<file path="src/rtl/irte_validator.sv">
module irte_validator #(
  parameter int RID_W = 16,
  parameter int DST_W = 32
) (
  input  logic             clk,
  input  logic             rst_n,
  input  logic             req_valid,
  input  logic [RID_W-1:0] req_rid,
  input  logic [127:0]     entry,
  input  logic             ext_mode,
  output logic             res_valid,
  output logic             res_pass,
  output logic             res_fault,
  output logic [7:0]       res_vector,
  output logic [DST_W-1:0] res_dest_id,
  output logic             res_dest_logical,
  output logic             res_redir_hint,
  output logic             res_level,
  output logic             res_posted
);
  localparam int BUS_W = RID_W / 2;

  logic             present, no_fault;
  logic [1:0]       vtype, qual;
  logic [RID_W-1:0] src, cmp_mask;
  logic [BUS_W-1:0] bus, bus_lo, bus_hi;
  logic             id_ok, bus_ok, src_ok, pass_c;
  logic [DST_W-1:0] dest_c;

  assign present  = entry[0];
  assign no_fault = entry[1];
  assign src      = entry[79:64];
  assign qual     = entry[81:80];
  assign vtype    = entry[83:82];

  always_comb begin
    cmp_mask = '1;
    case (qual)
      2'b01:   cmp_mask[2]   = 1'b0;
      2'b10:   cmp_mask[2:1] = 2'b00;
      2'b11:   cmp_mask[2:0] = 3'b000;
      default: ;
    endcase
  end

  assign id_ok  = ((req_rid ^ src) & cmp_mask) == '0;
  assign bus    = req_rid[RID_W-1:BUS_W];
  assign bus_lo = src[RID_W-1:BUS_W];
  assign bus_hi = src[BUS_W-1:0];
  assign bus_ok = (bus >= bus_lo) && (bus <= bus_hi);

  always_comb begin
    case (vtype)
      2'b00:   src_ok = 1'b1;
      2'b01:   src_ok = id_ok;
      2'b10:   src_ok = bus_ok;
      default: src_ok = 1'b0;
    endcase
  end

  assign pass_c = present && src_ok;
  assign dest_c = ext_mode ? DST_W'(entry[63:32]) : DST_W'(entry[47:40]);

  always_ff @(posedge clk) begin
    if (!rst_n) begin
      res_valid <= 1'b0;
      res_fault <= 1'b0;
    end else begin
      res_valid <= req_valid;
      res_fault <= req_valid && !pass_c && !no_fault;
    end
  end

  always_ff @(posedge clk) begin
    if (!rst_n) begin
      res_pass         <= 1'b0;
      res_vector       <= '0;
      res_dest_id      <= '0;
      res_dest_logical <= 1'b0;
      res_redir_hint   <= 1'b0;
      res_level        <= 1'b0;
      res_posted       <= 1'b0;
    end else if (req_valid) begin
      res_pass         <= pass_c;
      res_vector       <= entry[23:16];
      res_dest_id      <= dest_c;
      res_dest_logical <= entry[2];
      res_redir_hint   <= entry[3];
      res_level        <= entry[4];
      res_posted       <= entry[15];
    end
  end

  p_valid_follows_req_r1: assert property (@(posedge clk) disable iff (!rst_n)
    req_valid |=> res_valid);
  p_idle_no_valid_r1: assert property (@(posedge clk) disable iff (!rst_n)
    !req_valid |=> !res_valid && !res_fault);
  p_not_present_blocks_r2: assert property (@(posedge clk) disable iff (!rst_n)
    (req_valid && !entry[0]) |=> !res_pass);
  p_reserved_blocks_r6: assert property (@(posedge clk) disable iff (!rst_n)
    (req_valid && entry[83:82] == 2'b11) |=> !res_pass);
  p_no_fault_on_pass_r7: assert property (@(posedge clk) disable iff (!rst_n)
    res_pass && res_valid |-> !res_fault);
  p_fault_disable_r7: assert property (@(posedge clk) disable iff (!rst_n)
    (req_valid && entry[1]) |=> !res_fault);
  p_hold_data_r11: assert property (@(posedge clk) disable iff (!rst_n)
    !req_valid |=> $stable(res_vector) && $stable(res_dest_id) && $stable(res_pass));
endmodule

</file>
<file path="config.mk">
export PLATFORM = sky130hd
export DESIGN_NAME = irte_validator
export DESIGN_NICKNAME = d
export VERILOG_FILES = /design/src/rtl/irte_validator.sv
export SDC_FILE = /design/constraint.sdc
export NUM_CORES = 1
export LEC_CHECK = 0
export BUFFER_PORTS_ARGS = -buffer_cell sky130_fd_sc_hd__buf_2
export CORE_MARGIN = 2
export CORE_UTILIZATION = 39
export CTS_CLUSTER_SIZE = 25
export DETAILED_ROUTE_END_ITERATION = 10
export PLACE_DENSITY = 0.89
export SYNTH_ARGS = -nofsm -noshare
export SYNTH_HDL_FRONTEND = slang
export SYNTH_SLANG_ARGS = --single-unit
</file>
<file path="constraint.sdc">
create_clock -name clk -period 1.8 [get_ports clk]
set_input_delay 0.18 -clock clk [delete_from_list [all_inputs] [get_ports clk]]
set_output_delay 0.18 -clock clk [all_outputs]
set_load 0.01 [all_outputs]
</file>
### Word level (Yosys, flattened, before mapping)

Index checks and enable logic that the tools add are counted.
W data, S select, Z words.

| word-level totals | value |
|---|---|
| output and inout port bits | 47 |
| logic and storage cells | 33 |
| bits in registers | 47 |
| input bits | 148 |

| operators by class | value |
|---|---|
| bitwise logic cells | 2 |
| equality and inequality tests | 5 |
| muxes and demuxes | 5 |
| reduce and logical (&&, ||, !) cells | 10 |
| order comparisons | 2 |

Operators by type and width:

| kind | count |
|---|---|
| $mux W32 | 1 |
| $and A16 B16 Y16 | 1 |
| $logic_not A16 Y1 | 1 |
| $xor A16 B16 Y16 | 1 |
| $ge A8 B8 Y1 | 1 |
| $le A8 B8 Y1 | 1 |
| $eq A2 B2 Y1 const B | 3 |
| $eq A2 B1 Y1 const B | 2 |
| $logic_and A1 B1 Y1 | 4 |
| $mux W1 | 3 |
| $pmux W1 S3 | 1 |
| $reduce_or A3 Y1 | 1 |
| $logic_not A1 Y1 | 2 |
| $logic_not A2 Y1 | 1 |
| $reduce_or A2 Y1 | 1 |

### Longest topological paths before layout

Gate-level depths: netlist of the first run.

| logic depth | value |
|---|---|
| depth after elaboration | 10 |
| mapped depth | 7 |
| mapped depth without buffers | 7 |

### Worst setup path after synthesis of the first run

No wires, ideal clock.

| timing path | value |
|---|---|
| path kind | input to register |
| start | input port req_rid[8] |
| end | register res_pass |
| path slack | 0.305 ns |
| arrival time | 1.381 ns |
| stages | 7 |
| path buffers | 0 |
| setup time | 0.114 ns |
| data required time | 1.686 ns |
| cells stage by stage | inv_1 ha_1 nand2b_1 a2111oi_2 a2111oi_1 a2bb2oi_1 a21o_1 |

| between the ends | value |
|---|---|
| word-level cells in the longest chain between the ends | 5 |
| elaborated cells between the ends (all ways) | 8 |
| classes of those cells | order compare (2); mux (1); bitwise (2); reduce/logical (3) |

RTL lines:

| element | RTL line | text |
|---|---|---|
| start, declared | 8 | `input logic [RID_W-1:0] req_rid,` |
| parallel branches: the longest is 3 deep, another holds $ge A8 B8 Y1 | - |  |
| $pmux W1 S3 * | 53 | `case (vtype)` |
| $logic_and A1 B1 Y1 * | 61 | `assign pass_c = present && src_ok;` |
| end signal, assigned | 84 | `res_pass <= pass_c;` |
| end, declared | 12 | `output logic res_pass,` |

Mark *: on every way between the ends.
A chain may end at the register's enable or synchronous reset.

### Final worst setup path of the first run

| timing path | value |
|---|---|
| start | input port req_rid[8] |
| end | register res_fault |

| between the ends | value |
|---|---|
| word-level cells in the longest chain between the ends | 8 |
| elaborated cells between the ends (all ways) | 11 |
| classes of those cells | order compare (2); mux (1); bitwise (2); reduce/logical (6) |

RTL lines:

| element | RTL line | text |
|---|---|---|
| parallel branches: the longest is 3 deep, another holds $ge A8 B8 Y1 | - |  |
| $pmux W1 S3 * | 53 |  |
| $logic_and A1 B1 Y1 * | 61 |  |
| $logic_not A1 Y1 * | 70 | `res_fault <= req_valid && !pass_c && !no_fault;` |
| $logic_and A1 B1 Y1 * (2 in series) | 70 |  |
| end signal, assigned | 70 |  |
| end, declared | 13 | `output logic res_fault,` |

Marked as above.

==> metrics.yaml, run 1 <==
clkLatencyLatePin_ns: 0.28
rsz0062_at_grt: "no"
pin_count: 195
ctsResizeCount: 0
slew_headroom_pct: 69.4
die_height_um: 82.5
grt_max_degree: 39
final_util_pct: 54.4
fin_nets: 555
required_ns: 1.96
syn_area_um2: 2410
fin_setup_tns_ns: 0
p_leak_nw: 1.73
period_share_pct: 80.3
hpwl_um: 4810
postCtsSetupBuffers: 0
gp_congestion: 0.892
power_w: 0.00238
ant_nets: 0
max_slew.worst_pin.slew_ns: 0.459
synth.distinct_cells: 34
avgViaCountPerCell: 4.81
clockBufferDepth: 2
root_buffer: "clkbuf_8"
drc_errors: 0
clock-sinks: 47
first_pass_iters: 4
antenna_found_initial: 0
numPortBuffers: 132
syn_inst: 262
grt_pass1_vias: 2047
grt_pass1_wl_um: 8830
ys_seq_elements: 47
die_w_um: 82.5
fin_skew_ns: 0
cp_data_arrival_time_ns: 1.61
finalSetupViolCount: 0
cts_tree: "done"
synthFlopType: "dfxtp_1"
end_kind: "register"
status: "completed"
power.density_nw_per_um2: 734
synthArstFlopShare_pct: 0
fmax_ghz: 0.692
fin_ws_ns: 0.354
track_usage_pct: 16.5
syn_nets: 426
wl_per_cell_um: 12.9
initial_utilization_pct: 40.4
hold_viol: 0
final_cell_mix: "132 x buf_2, 59 x nor2b_1, 47 x dfxtp_1"
place_ws_ns: 0.0682
htree_levels: 2
startpoint_type: "primary input"
final_max_slew_viol_count: 0
fillers: 535
critPathKind: "primary input to register"
vias: 2247
drive_above_1_share_pct: 37.2
syn_area_per_cell_um2: 9.18
drv_cap: 0
irDropWorstVdd_v: 0.000383
overflow: 0
min_path_type: "primary input to register"
row_count: 28
core-area_um2: 5960
slowest_delay_ns: 0.39
wl_um: 6020
cp_slowest_cell: "a2111oi_1"
final_common_cell: "buf_2"
stdcell_area_um2: 3240
fp.dieArea_um2: 6810
place_area_um2: 3120
area_delta_synth_final_pct: 34.7
cp_max_fo: 2
multi_input_area_um2: 1320
path_clk_slew_ns: 0.08
crit_chain: "buf_2 -> inv_1 -> ha_1 -> nand2b_1 -> a2111oi_2 -> a2111oi_1 -> a2bb2oi_1 -> o32ai_1"
ys_seq_area_share_pct: 39.1
drt_first_iter_violations: 59
cts_buffers: 5
synth_edf_count: 0
fin_crit_ns: 1.45
ys_warn_count: 0
hold_buffers: 0
antenna_cells: 0
seq_area_um2: 941
==> worst max-delay path: cells and delay by family <==
| kind | cells | cell delay (ns) |
|---|---|---|
| AOI/OAI and AO/OA | 4 | 0.89 |
| adders and majority gates | 1 | 0.29 |
| buffers and inverters | 2 | 0.11 |
| and+or+nand+nor | 1 | 0.13 |
==> sequential cells by signal, indices dropped and copies added, names as in the netlist <==
name	count
res_fault	1
res_dest_id	32
res_pass	1
res_posted	1
res_vector	8
res_dest_logical	1
res_level	1
res_redir_hint	1
res_valid	1
==> report_power, final <==
| part | internal, W | total [W] | switching (W) |
|---|---|---|---|
| Combinational | 0.000230 | 0.000455 | 0.000225 |
| Sequential | 0.00109 | 0.00112 | 0.0000240 |
| Clock | 0.000457 | 0.000807 | 0.000350 |
==> per-layer routing <==
layer  vias to the layer above  wire (um)  track usage (%)  part of all wire [%]
met2                        93       3020             32.4                    50
li1                       1144          -                -                     -
met1                      1006       2500             17.7                    42
met5                         -          0                0                     0
met4                         0         32             3.77                  0.53
met3                         4        468             3.70                   7.8
==> stage by stage <==
step | instances | hold slack (ns)
floorplan | 262 | 0.295
global placement | 459 | 0.408
detailed placement | 459 | 0.423
CTS | 467 | 0.108
global route | 467 | 0.119
finish | 467 | 0.123
==> cell type report <==
cell class,instances,area share [%]
multi-input cells,182,40.7
flip-flops and latches,47,29.0
clock buffers,6,2.55
repair buffers,137,21.5
inverters,18,2.08
well taps,75,2.90
clock inverters,2,1.20
==> cell usage after synthesis, types with 2 or more instances <==
cell type,number,area (um2)
a21o_1,2,15.0
a21oi_1,26,130
and3_1,2,12.5
buf_2,3,15.0
buf_4,5,37.5
clkbuf_1,7,26.3
dfxtp_1,47,941
ha_1,16,200
inv_1,18,67.6
mux2i_1,20,200
nand2_1,13,48.8
nand2b_1,2,12.5
nand3_1,2,10.0
nand4_1,4,25.0
nor2_1,2,7.51
nor2b_1,59,369
o211a_1,8,80.1
o21a_1,2,15.0
o21ai_0,3,15.0
xnor2_1,2,17.5
xor2_1,6,52.6
==> path summary, 6_finish.rpt <==
kind / from / end / slack (ns) / depth (start not counted)
worst max-delay path: req_rid[8] / res_fault / 0.35 / 8
worst min-delay path: entry[1] / res_fault / 0.12 / 2
worst max register to register: res_dest_id[9] / res_dest_id[9] / 1.02 / 3
worst min register to register: res_dest_id[6] / res_dest_id[6] / 0.48 / 1
==> cells by family after synthesis <==
group	share of synthesized area, %
simple gates	20.7
compound gates	14.6
flops	39.1
buf+inv	6.08
mux	8.32
fa+ha+maj	8.32
xor+xnor	2.91
(Power assumes the default switching activity.)
==> run 2, diff against run 1 <==
==> constraint.sdc (replaced) <==
create_clock -name clk -period 1.4 [get_ports clk]
set_input_delay 0.14 -clock clk [delete_from_list [all_inputs] [get_ports clk]]
set_output_delay 0.14 -clock clk [all_outputs]
set_load 0.01 [all_outputs]
==> metrics.yaml, run 2 (synthesized netlist as in run 1, its figures left out) <==
final_max_slew_viol_count: 0
drv_cap: 0
regMostFlops: "res_dest_id"
hold_buffers: 0
track_usage_pct: 17.1
end_kind: "register"
drc_errors: 0
fin_setup_tns_ns: 0
critPathKind: "primary input to register"
min_path_type: "primary input to register"
finalSetupViolCount: 0
core-area_um2: 5960
wl_um: 5940
final_cell_mix: "132 x buf_2, 59 x nor2b_1, 47 x dfxtp_1"
clock-sinks: 47
routed.top_layer: "met4"
wl_met2_um: 2970
startpoint_type: "primary input"
status: "completed"
irDropWorstVdd_v: 0.000438
top_regs: "res_dest_id x32, res_vector x8"
period_share_pct: 92.5
cts_buffers: 5
root_buffer: "clkbuf_8"
initial_utilization_pct: 40.4
final_util_pct: 55.8
p_leak_nw: 1.78
drive_above_1_share_pct: 39.1
met3WireLength_um: 374
grt_pass1_wl_um: 9200
fin_ws_ns: 0.105
startpoint: "req_rid[14]"
cp_max_fo: 3
area_delta_synth_final_pct: 38.2
fin_nets: 565
clockBufferDepth: 2
worstHoldStart: "entry[1]"
fp.dieArea_um2: 6810
reg2reg_depth: 3
cts_tree: "done"
wl_per_cell_um: 12.5
path_clk_slew_ns: 0.08
hold_viol: 0
stdcell_area_um2: 3330
place_area_um2: 3220
die_height_um: 82.5
clkLatencyLatePin_ns: 0.29
max_slew.worst_pin.slew_ns: 0.349
fin_crit_ns: 1.29
htree_levels: 2
die_w_um: 82.5
hpwl_um: 4830
fin_skew_ns: 0
gp_congestion: 0.799
pin_count: 195
fmax_ghz: 0.772
multi_input_area_um2: 1330
vias: 2320
cp_data_arrival_time_ns: 1.48
grt_pass1_vias: 2208
grt_max_degree: 38
numPortBuffers: 132
first_pass_iters: 4
avgViaCountPerCell: 4.86
seq_area_um2: 941
timing.rr.start: "res_dest_id[20]"
place_ws_ns: -0.212
hold_depth: 2
rsz0062_at_grt: "no"
largest_reg_flops: 32
wl_met1_um: 2520
slew_headroom_pct: 76.5
overflow: 0
ant_nets: 0
fillers: 528
power.density_nw_per_um2: 868
antenna_found_initial: 0
required_ns: 1.59
final_common_cell: "buf_2"
drt_first_iter_violations: 44
antenna_cells: 0
row_count: 28
holdWs_ns: 0.0719
## run 2: layout make-up
cell class	instances	area share, %
multi-input cells	182	40.0
flip-flops and latches	47	28.3
repair buffers	147	24.0
well taps	75	2.82
clock buffers	7	2.60
inverters	18	2.03
clock inverters	1	0.263
## run 2: power breakdown
part	internal [W]	total [W]	switching, W
combinational	0.000322	0.000619	0.000297
clock	0.000405	0.000834	0.000429
sequential	0.00140	0.00144	0.0000310
## run 2: final timing paths
path | to | slack [ns]
max reg2reg | res_dest_id[20] | 0.66
min | res_fault | 0.07
min reg2reg | res_dest_id[1] | 0.48
max | res_pass | 0.11
## run 2: routing by layer
metal | vias to the layer above | global-route usage [%]
met5 | - | 0
met3 | 8 | 3.04
met4 | 0 | 4.59
met2 | 90 | 33.5
li1 | 1168 | -
met1 | 1054 | 18.7
## run 2: worst max-delay path: stages
cell       delay [ns]
buf_2            0.11
ha_1             0.31
a21o_1           0.17
o21ai_0          0.27
a31oi_1          0.15
a2bb2oi_2        0.18
a21o_1           0.15
## run 2: timing repair
item / 4_1_cts / 5_1_grt
setup endpoints to repair: 0 / 2
setup buffers: 0 / 0
resized for setup: 0 / 2
## run 2: per-stage QoR
| step | power, W | std cells |
|---|---|---|
| after floorplan | 0.00179 | 262 |
| after global placement | 0.00206 | 469 |
| after detailed placement | 0.00208 | 469 |
| after CTS | 0.00292 | 477 |
| after global routing | 0.00306 | 477 |
| final | 0.00289 | 477 |
==> run 3, diff against run 2 <==
--- a/config.mk
+++ b/config.mk
@@ -11,6 +11,7 @@
 export CTS_CLUSTER_SIZE = 25
 export DETAILED_ROUTE_END_ITERATION = 10
 export PLACE_DENSITY = 0.89
+export RECOVER_POWER = 25
 export SYNTH_ARGS = -nofsm -noshare
 export SYNTH_HDL_FRONTEND = slang
 export SYNTH_SLANG_ARGS = --single-unit
==> metrics.yaml, run 3 (synthesized netlist as in run 1, its figures left out) <==
ant_nets: 0
drt_first_iter_violations: 56
die_height_um: 82.5
overflow: 0
clockBufferDepth: 2
cts_tree: "done"
cp_data_arrival_time_ns: 1.48
drc_errors: 0
drv_cap: 0
period_share_pct: 92.5
wl_um: 5940
final_cell_mix: "131 x buf_2, 59 x nor2b_1, 47 x dfxtp_1"
grt_max_degree: 38
numPortBuffers: 132
root_buffer: "clkbuf_8"
cp_max_fo: 3
gr-usage-met3_pct: 3.04
hpwl_um: 4830
final_util_pct: 55.7
vias: 2318
p_leak_nw: 1.77
gp_congestion: 0.799
path_clk_slew_ns: 0.08
critPathKind: "primary input to register"
end_kind: "register"
drive_above_1_share_pct: 38.6
fin_crit_ns: 1.29
grt_pass1_wl_um: 9200
grt_pass1_vias: 2208
fin_ws_ns: 0.105
status: "completed"
die_w_um: 82.5
regMostFlops: "res_dest_id"
slowest_delay_ns: 0.31
startpoint_type: "primary input"
htree_levels: 2
crit_top_cell: "a21o_1"
final_max_slew_viol_count: 0
row_count: 28
top_regs: "res_dest_id x32, res_vector x8"
initial_utilization_pct: 40.4
antenna_found_initial: 0
use_met2_pct: 33.5
hold_buffers: 0
holdWs_ns: 0.0713
finalSetupViolCount: 0
pin_count: 195
antenna_cells: 0
irDropWorstVdd_v: 0.000438
fin_nets: 565
cp_slowest_cell: "ha_1"
power.density_nw_per_um2: 870
core-area_um2: 5960
place_ws_ns: -0.212
cts_buffers: 5
wl_per_cell_um: 12.5
postCtsSetupBuffers: 0
gr-usage-met1_pct: 18.7
final_common_cell: "buf_2"
avgViaCountPerCell: 4.86
hold_viol: 0
rsz0062_at_grt: "no"
track_usage_pct: 17.1
max_slew.worst_pin.slew_ns: 0.555
fin_skew_ns: 0
gr-max-usage-layer: "met2"
first_pass_iters: 4
hold_depth: 2
reg2reg_depth: 3
slew_headroom_pct: 63.0
area_delta_synth_final_pct: 37.9
fp.dieArea_um2: 6810
largest_reg_flops: 32
min_path_type: "primary input to register"
clock-sinks: 47
required_ns: 1.59
fmax_ghz: 0.772
clkLatencyLatePin_ns: 0.29
crit_chain: "buf_2 -> ha_1 -> a21o_1 -> o21ai_0 -> a31oi_1 -> a2bb2oi_2 -> a21o_1"
-- run 3: cell count changes in the layout (fill, tap and decap cells not counted), sizes merged --
| cell | previous run | this run |
|---|---|---|
| buf | 147 | 144 |
| clkbuf | 7 | 10 |
-- run 3: worst max-delay path: cells and delay by family --
kind,cells,cell delay [ns]
AO/OA/AOI/OAI,5,0.92
adder cells (fa/ha/maj),1,0.31
buffers and inverters,1,0.11
-- run 3: final timing paths --
kind                        start  slack [ns]               to
setup / recovery      req_rid[14]        0.11         res_pass
hold / removal           entry[1]        0.07        res_fault
setup reg to reg  res_dest_id[20]        0.65  res_dest_id[20]
hold reg to reg    res_dest_id[1]        0.48   res_dest_id[1]
-- run 3: routing by layer --
metal	share of wire (%)	vias up
met2	50	90
li1	-	1169
met3	6.5	10
met1	42	1049
met5	0	-
met4	1.5	0
-- run 3: stage by stage --
step	total power, W	instance area, um2	setup TNS (ns)	cells
6_report	0.00289	3320	0	477
3_3_place_gp	0.00206	3220	-0.296	469
5_1_grt	0.00306	3320	0	477
2_1_floorplan	0.00179	2410	0	262
4_1_cts	0.00292	3310	0	477
3_5_place_dp	0.00208	3220	-0.412	469
-- run 3: layout make-up --
type	count	area, um2
clock buffer	7	86.3
clock inverter	1	8.76
fill	532	2640
inverter	18	67.6
multi-input combinational	182	1330
sequential	47	941
tap	75	93.8
timing repair buffer	147	791
-- run 3: report_power, final --
| group | total [W] | leakage [nW] | internal (W) | switching, W |
|---|---|---|---|---|
| Combinational | 0.000616 | 1.34 | 0.000319 | 0.000297 |
| Clock | 0.000834 | 0.0484 | 0.000405 | 0.000430 |
| Sequential | 0.00143 | 0.386 | 0.00140 | 0.0000309 |
-- run 3: timing repair --
action | CTS | global route
resized for setup | 0 | 2
endpoints found under the hold margin | 0 | 0
endpoints found under the setup margin | 0 | 2
